--- src/rtl/jps_pkg.sv ---
package jps_pkg;

    // True when a phase value lies inside the tolerance window
    function automatic logic in_window(int ph, int per, int jit);
        return (ph <= jit) || (ph >= per - jit);
    endfunction

    // Slot index inside the window for a phase value that lies in it
    function automatic int slot_of(int ph, int per, int jit);
        return (ph >= per - jit) ? ph - (per - jit) : ph + jit;
    endfunction

    // Limit a requested slot to the last slot of the window
    function automatic int clamp_slot(int req, int last);
        return (req > last) ? last : req;
    endfunction

endpackage

--- src/rtl/jps_phase.sv ---
module jps_phase
    import jps_pkg::*;
#(
    parameter int PERIOD = 12,
    parameter int JITTER = 3,
    parameter int PH_W   = 4,
    parameter int POS_W  = 3
) (
    input  logic             clk,
    input  logic             rst_n,
    output logic             win_o,
    output logic             nxt_open_o,
    output logic             nxt_start_o,
    output logic [POS_W-1:0] nxt_pos_o
);

    typedef struct packed {
        logic [PH_W-1:0] ph;
        logic            win;
    } phase_t;

    phase_t st_d, st_q;

    always_comb begin
        st_d = st_q;
        if (int'(st_q.ph) == PERIOD - 1) begin
            st_d.ph = '0;
        end else begin
            st_d.ph = st_q.ph + 1'b1;
        end
        st_d.win    = in_window(int'(st_d.ph), PERIOD, JITTER);
        nxt_open_o  = st_d.win;
        nxt_start_o = (int'(st_d.ph) == PERIOD - JITTER);
        nxt_pos_o   = POS_W'(slot_of(int'(st_d.ph), PERIOD, JITTER));
    end

    always_ff @(posedge clk or negedge rst_n) begin
        if (!rst_n) begin
            st_q <= '{ph: '0, win: 1'b1};
        end else begin
            st_q <= st_d;
        end
    end

    assign win_o = st_q.win;

endmodule

--- src/rtl/jps_pick.sv ---
module jps_pick
    import jps_pkg::*;
#(
    parameter int JITTER = 3,
    parameter int OFS_W  = 4,
    parameter int POS_W  = 3
) (
    input  logic             clk,
    input  logic             rst_n,
    input  logic [OFS_W-1:0] offset_i,
    input  logic             drop_i,
    input  logic             nxt_open_i,
    input  logic             nxt_start_i,
    input  logic [POS_W-1:0] nxt_pos_i,
    output logic             strobe_o
);

    localparam int LAST_SLOT = 2 * JITTER;

    typedef struct packed {
        logic fired;
        logic strobe;
    } pick_t;

    pick_t            st_d, st_q;
    logic [POS_W-1:0] eff_slot;
    logic             used_d;
    logic             fire_d;

    always_comb begin
        st_d     = st_q;
        eff_slot = POS_W'(clamp_slot(int'(offset_i), LAST_SLOT));
        // a fresh window clears the one-shot
        used_d   = nxt_start_i ? 1'b0 : st_q.fired;
        fire_d   = nxt_open_i && !used_d && (nxt_pos_i >= eff_slot);
        st_d.fired  = used_d | fire_d;
        st_d.strobe = fire_d & ~drop_i;
    end

    always_ff @(posedge clk or negedge rst_n) begin
        if (!rst_n) begin
            st_q <= '{fired: 1'b0, strobe: 1'b0};
        end else begin
            st_q <= st_d;
        end
    end

    assign strobe_o = st_q.strobe;

endmodule

--- src/rtl/jitter_pulse_src.sv ---
module jitter_pulse_src #(
    parameter int PERIOD = 12,
    parameter int JITTER = 3,
    parameter int OFS_W  = 4
) (
    input  logic             clk,
    input  logic             rst_n,
    input  logic [OFS_W-1:0] offset_i,
    input  logic             drop_i,
    output logic             strobe_o,
    output logic             window_o
);

    localparam int PH_W  = (PERIOD > 1) ? $clog2(PERIOD) : 1;
    localparam int POS_W = $clog2(2 * JITTER + 2);

    logic             nxt_open;
    logic             nxt_start;
    logic [POS_W-1:0] nxt_pos;

    jps_phase #(
        .PERIOD(PERIOD),
        .JITTER(JITTER),
        .PH_W  (PH_W),
        .POS_W (POS_W)
    ) u_phase (
        .clk        (clk),
        .rst_n      (rst_n),
        .win_o      (window_o),
        .nxt_open_o (nxt_open),
        .nxt_start_o(nxt_start),
        .nxt_pos_o  (nxt_pos)
    );

    jps_pick #(
        .JITTER(JITTER),
        .OFS_W (OFS_W),
        .POS_W (POS_W)
    ) u_pick (
        .clk        (clk),
        .rst_n      (rst_n),
        .offset_i   (offset_i),
        .drop_i     (drop_i),
        .nxt_open_i (nxt_open),
        .nxt_start_i(nxt_start),
        .nxt_pos_i  (nxt_pos),
        .strobe_o   (strobe_o)
    );

endmodule

--- config.mk ---
export PLATFORM = sky130hd
export DESIGN_NAME = jitter_pulse_src
export DESIGN_NICKNAME = d
export VERILOG_FILES = /design/src/rtl/jps_pkg.sv /design/src/rtl/jps_phase.sv /design/src/rtl/jps_pick.sv /design/src/rtl/jitter_pulse_src.sv
export SDC_FILE = /design/constraint.sdc
export NUM_CORES = 1
export LEC_CHECK = 0
export BUFFER_PORTS_ARGS = -buffer_cell sky130_fd_sc_hd__buf_2
export CELL_PAD_IN_SITES_DETAIL_PLACEMENT = 1
export CELL_PAD_IN_SITES_GLOBAL_PLACEMENT = 1
export CORE_UTILIZATION = 36
export CTS_BUF_LIST = sky130_fd_sc_hd__clkbuf_16
export DETAILED_ROUTE_END_ITERATION = 7
export GPL_ROUTABILITY_DRIVEN = 1
export MAX_ROUTING_LAYER = met4
export PLACE_DENSITY = 0.8
export SLEW_MARGIN = 10
export SYNTH_ARGS = -nofsm -noshare
export SYNTH_HDL_FRONTEND = slang
export SYNTH_HIERARCHICAL = 1
export SYNTH_SLANG_ARGS = --single-unit
--- constraint.sdc ---
create_clock -name clk -period 2 [get_ports clk]
set_input_delay 0.1 -clock clk [delete_from_list [all_inputs] [get_ports clk]]
set_output_delay 0.1 -clock clk [all_outputs]
set_load 0.05 [all_outputs]
# Word level (Yosys, flattened, before mapping)
# Cells that the tools add are included.
dict set report classes {
  n_addsub 3
  order_cmp 4
  n_eq_ne 2
  mux 4
  n_bitwise 3
  reduce_logical 4
}
# operator n
set ops {}
lappend ops {{$eq A4 B4 Y1 const B} 2}
lappend ops {{$mux W3} 2}
lappend ops {{$add A4 B1 Y4 const B} 1}
lappend ops {{$ge A4 B4 Y1 const B} 1}
lappend ops {{$gt A4 B3 Y1 const B} 1}
lappend ops {{$le A4 B2 Y1 const B} 1}
lappend ops {{$mux W4} 1}
lappend ops {{$add A3 B2 Y3 const B} 1}
lappend ops {{$ge A3 B3 Y1} 1}
lappend ops {{$sub A3 B1 Y3 const B} 1}
lappend ops {{$logic_and A1 B1 Y1} 2}
lappend ops {{$and A1 B1 Y1} 1}
lappend ops {{$logic_not A1 Y1} 1}
lappend ops {{$logic_or A1 B1 Y1} 1}
lappend ops {{$mux W1} 1}
lappend ops {{$not A1 Y1} 1}
lappend ops {{$or A1 B1 Y1} 1}
dict set report totals {
  register_bits 7
  out_inout_bits 2
  elab_cells 24
}

# Depth between registers and ports, before layout
dict set report logic_depth {
  word_depth 8
  depth_mapped 10
}

# By module
# Netlist, hierarchy kept.
# module n_inst cells_per_inst area_each_um2 seq_area_each_um2
set modules_own_cells {}
lappend modules_own_cells {jps_phase 1 42 396.6 126.4}
lappend modules_own_cells {jps_pick 1 17 160.2 50.0}

# Worst setup path before layout
# OpenSTA, ideal clock, no wires.
dict set report synth_path {
  path_type {flip-flop to flip-flop}
  start {reg u_phase/st_q[1] in the netlist's numbering}
  end {reg u_pick/st_q[1] in the netlist's numbering}
  setup_time_ps 125
  t_arrival_ps 2034
  path_slack_ps -160
  stages_incl_launch_ff 11
  cell_sequence {dfrtp_1 -> ha_1 -> buf_6 -> nor3_1 -> a21oi_1 -> a32oi_1 -> o21ai_1 -> ha_1 -> a21o_1 -> a31oi_1 -> o21bai_1}
}
# item line
set synth_rtl {}
lappend synth_rtl {{from (decl)} jps_phase.sv:22} ;# phase_t st_d, st_q;
lappend synth_rtl {{from (signal assigned)} jps_phase.sv:39} ;# st_q <= '{ph: '0, win: 1'b1};
lappend synth_rtl {{from (signal assigned)} jps_phase.sv:41} ;# st_q <= st_d;
lappend synth_rtl {{to (signal assigned)} jps_pick.sv:42} ;# st_q <= '{fired: 1'b0, strobe: 1'b0};
lappend synth_rtl {{to (signal assigned)} jps_pick.sv:44} ;# st_q <= st_d;
lappend synth_rtl {{to (decl)} jps_pick.sv:25} ;# pick_t st_d, st_q;

==> reports/qor.csv <==
metric,value,unit
finClkSkew,0.00136,ns
max_slew_margin,78.1,%
nets,90,
min_path_cells,2,
drt_iter0_drc,5,
cp-end-kind,flop,
status,finished with violations,
power_leakage,0.000378,uW
post-synth-top-count-cell,inv_1,
maxUsedRoutingLayer,met4,
cts_root_buf,clkbuf_16,
final_area,815,sq um
via_per_inst,5.09,
path_max_fanout,4,
stdcell_count,91,
rows,13,
critPathLaunch,u_phase/st_q[2]$_DFF_PN0_,
clk_latency,0.23,ns
synth_edf_count,0,
grt_max_degree,11,
yosysTopAreaCell,dfrtp_1,
cp.required,2.10,ns
rr_startpoint,u_phase/st_q[2]$_DFF_PN0_,
wirelength,1400,um
routed-wl-met2,729,um
cts_tree,built,
overflow,0,
fin_util,59.6,%
drc,0,
cts_made_buffers,3,
ys_warn_count,6,
start_util,40.8,%
vias,463,
wl_met1,639,um
wire_per_inst,15.4,um
clkSinkCount,7,
pin_count,9,
rr_worst_depth,9,
drv_cap,0,
setup_violations,2,
synth_flop_cell,dfrtp_1,
grt_util_all_layers,20.5,%
min_period,2.09,ns
placed_area,677,sq um
area_delta_synth_final,46.3,%
antenna_found_initial,0,
path_class,flop to flop,
ant_nets,0,
ys_ff_latch,7,
rrSetupSlack,-0.09,ns
first_global_vias,480,
clk_pin_slew,0.04,ns
syn_avg_cell_area,9.44,sq um
wl_met3,9,um
dp_hpwl,1000,um
critPathMaxStageDelay,0.45,ns
synth_area_leaders,"dfrtp_1 27%, ha_1 13%, dfstp_2 4.7%, inv_1 4.7%, a31oi_4 3.8%",
hold_violations,0,
seq_area_frac_synth,31.7,%
antenna_cells,0,
worst-path-buf-inv,0,
violations,setup timing,
dp_cells,86,
finalMaxSlewViolations,0,
arrival,2.19,ns
critPathTopFamily,compound AO/OA/AOI/OAI gates,
crit_chain,"ha_4, xor2_4, nand3_1, o21a_1, o21ai_1, ha_1, a21o_1, a31oi_4, o21bai_1",
ys_top_cells_by_count,"7 x inv_1, 6 x dfrtp_1, 6 x ha_1",
p_per_area,636,nW/um^2
dieArea,1710,sq um
grt_first_pass_wirelength,2080,um
dieHeight,41.3,um
crit_end,u_pick/st_q[1]$_DFF_PN0_,
core_area,1370,sq um
fin_crit_sh,104,%
fillers,153,
vdd_ir_drop_max,0.000516,V
netlist_instances,59,
place_congestion,0.638,
setup_tns,-0.126,ns
drt_pass1_iterations,3,
crit_slowest_cell,dfrtp_2,
synth_cell_types,31,
synthesis.area,557,sq um
final_layout_size_suffix_gt1_share,43.4,%
ys_async_sr_fraction,100,%
worst_pin_slew,0.329,ns
port_buffers,8,
cts.path.max_buffers,2,
r2r-end,u_pick/st_q[1]$_DFF_PN0_,
crit_cells,9,
worst_slack,-0.0863,ns
rsz0062_at_grt,yes,
dieWidth,41.3,um
cp-start-kind,flop,
h-tree-depth,1,
hold_class,input pin to flop,
synth_top_area_share,27.0,%
power,518,uW
clock.fmax,479,MHz
syn_nets,72,
==> metrics by stage <==
step	setup slack [ns]	hold slack [ns]
floorplan	0.00719	-0.196
global placement	-0.0589	-0.0672
detailed placement	-0.179	-0.0598
CTS	-0.0853	0.0320
global route	-0.180	0.0263
finish	-0.0863	0.0307
==> registers in the layout, summed over array words and instances (netlist names) <==
register,cells
u_phase/win_o,1
u_phase/st_q,4
u_pick/strobe_o,1
u_pick/st_q,1
==> placed cells by master (no fill, tap or decap), drive strengths merged, types with 3 or more instances in the layout <==
master  Yosys  final
a31oi       3      3
nor2        3      3
buf         3     15
inv         7      8
nor2b       3      3
clkbuf      0      3
o21ai       4      4
dfrtp       6      6
nand2       3      3
ha          6      6
==> how the worst min path moves through the flow <==
stage / slack [ns] / endpoint / start
floorplan: -0.20 / u_phase/st_q[1]$_DFF_PN0_ / rst_n
global placement: -0.07 / u_pick/strobe_o$_DFF_PN0_ / rst_n
detailed placement: -0.06 / u_pick/strobe_o$_DFF_PN0_ / rst_n
CTS: 0.03 / u_pick/strobe_o$_DFF_PN0_ / drop_i
global route: 0.03 / u_pick/strobe_o$_DFF_PN0_ / drop_i
finish: 0.03 / u_pick/strobe_o$_DFF_PN0_ / drop_i
==> final cells by class <==
class                      count  area, sq um  area share [%]
sequential                     7          179            22.0
inverter                       7         26.3            3.23
clock inverter                 1         3.75           0.461
timing repair buffer          16          103            12.6
multi-input combinational     42          409            50.2
clock buffer                   3         75.1            9.22
tap                           15         18.8            2.30
==> per-layer routing <==
layer / GRT usage [%] / vias to the layer above
met3: 1.60 / 2
met2: 32.4 / 6
li1: - / 242
met5: - / -
met1: 24.7 / 213
met4: 14.5 / 0
==> power by group <==
part	switching, uW	internal, uW	total (uW)
sequential	1.74	146	148
clock	75.9	260	336
combinational	18.8	15.8	34.6
==> logic make-up after synthesis <==
kind of cell / Yosys count / share of synthesized area [%]
buf+inv: 10 / 8.54
flops: 7 / 31.7
fa+ha+maj: 6 / 13.5
mux: 1 / 1.80
xor+xnor: 3 / 4.72
simple gates: 17 / 19.1
compound gates: 15 / 20.7
==> timing repair <==
item | CTS | global route
hold endpoints to repair | 7 | 0
pin swaps | 8 | 4
buffers inserted | 0 | 0
gates resized for setup | 8 | 1
setup endpoints to repair | 2 | 2
hold buffers | 1 | 0
No activity file was read; power rests on OpenSTA's default activity.
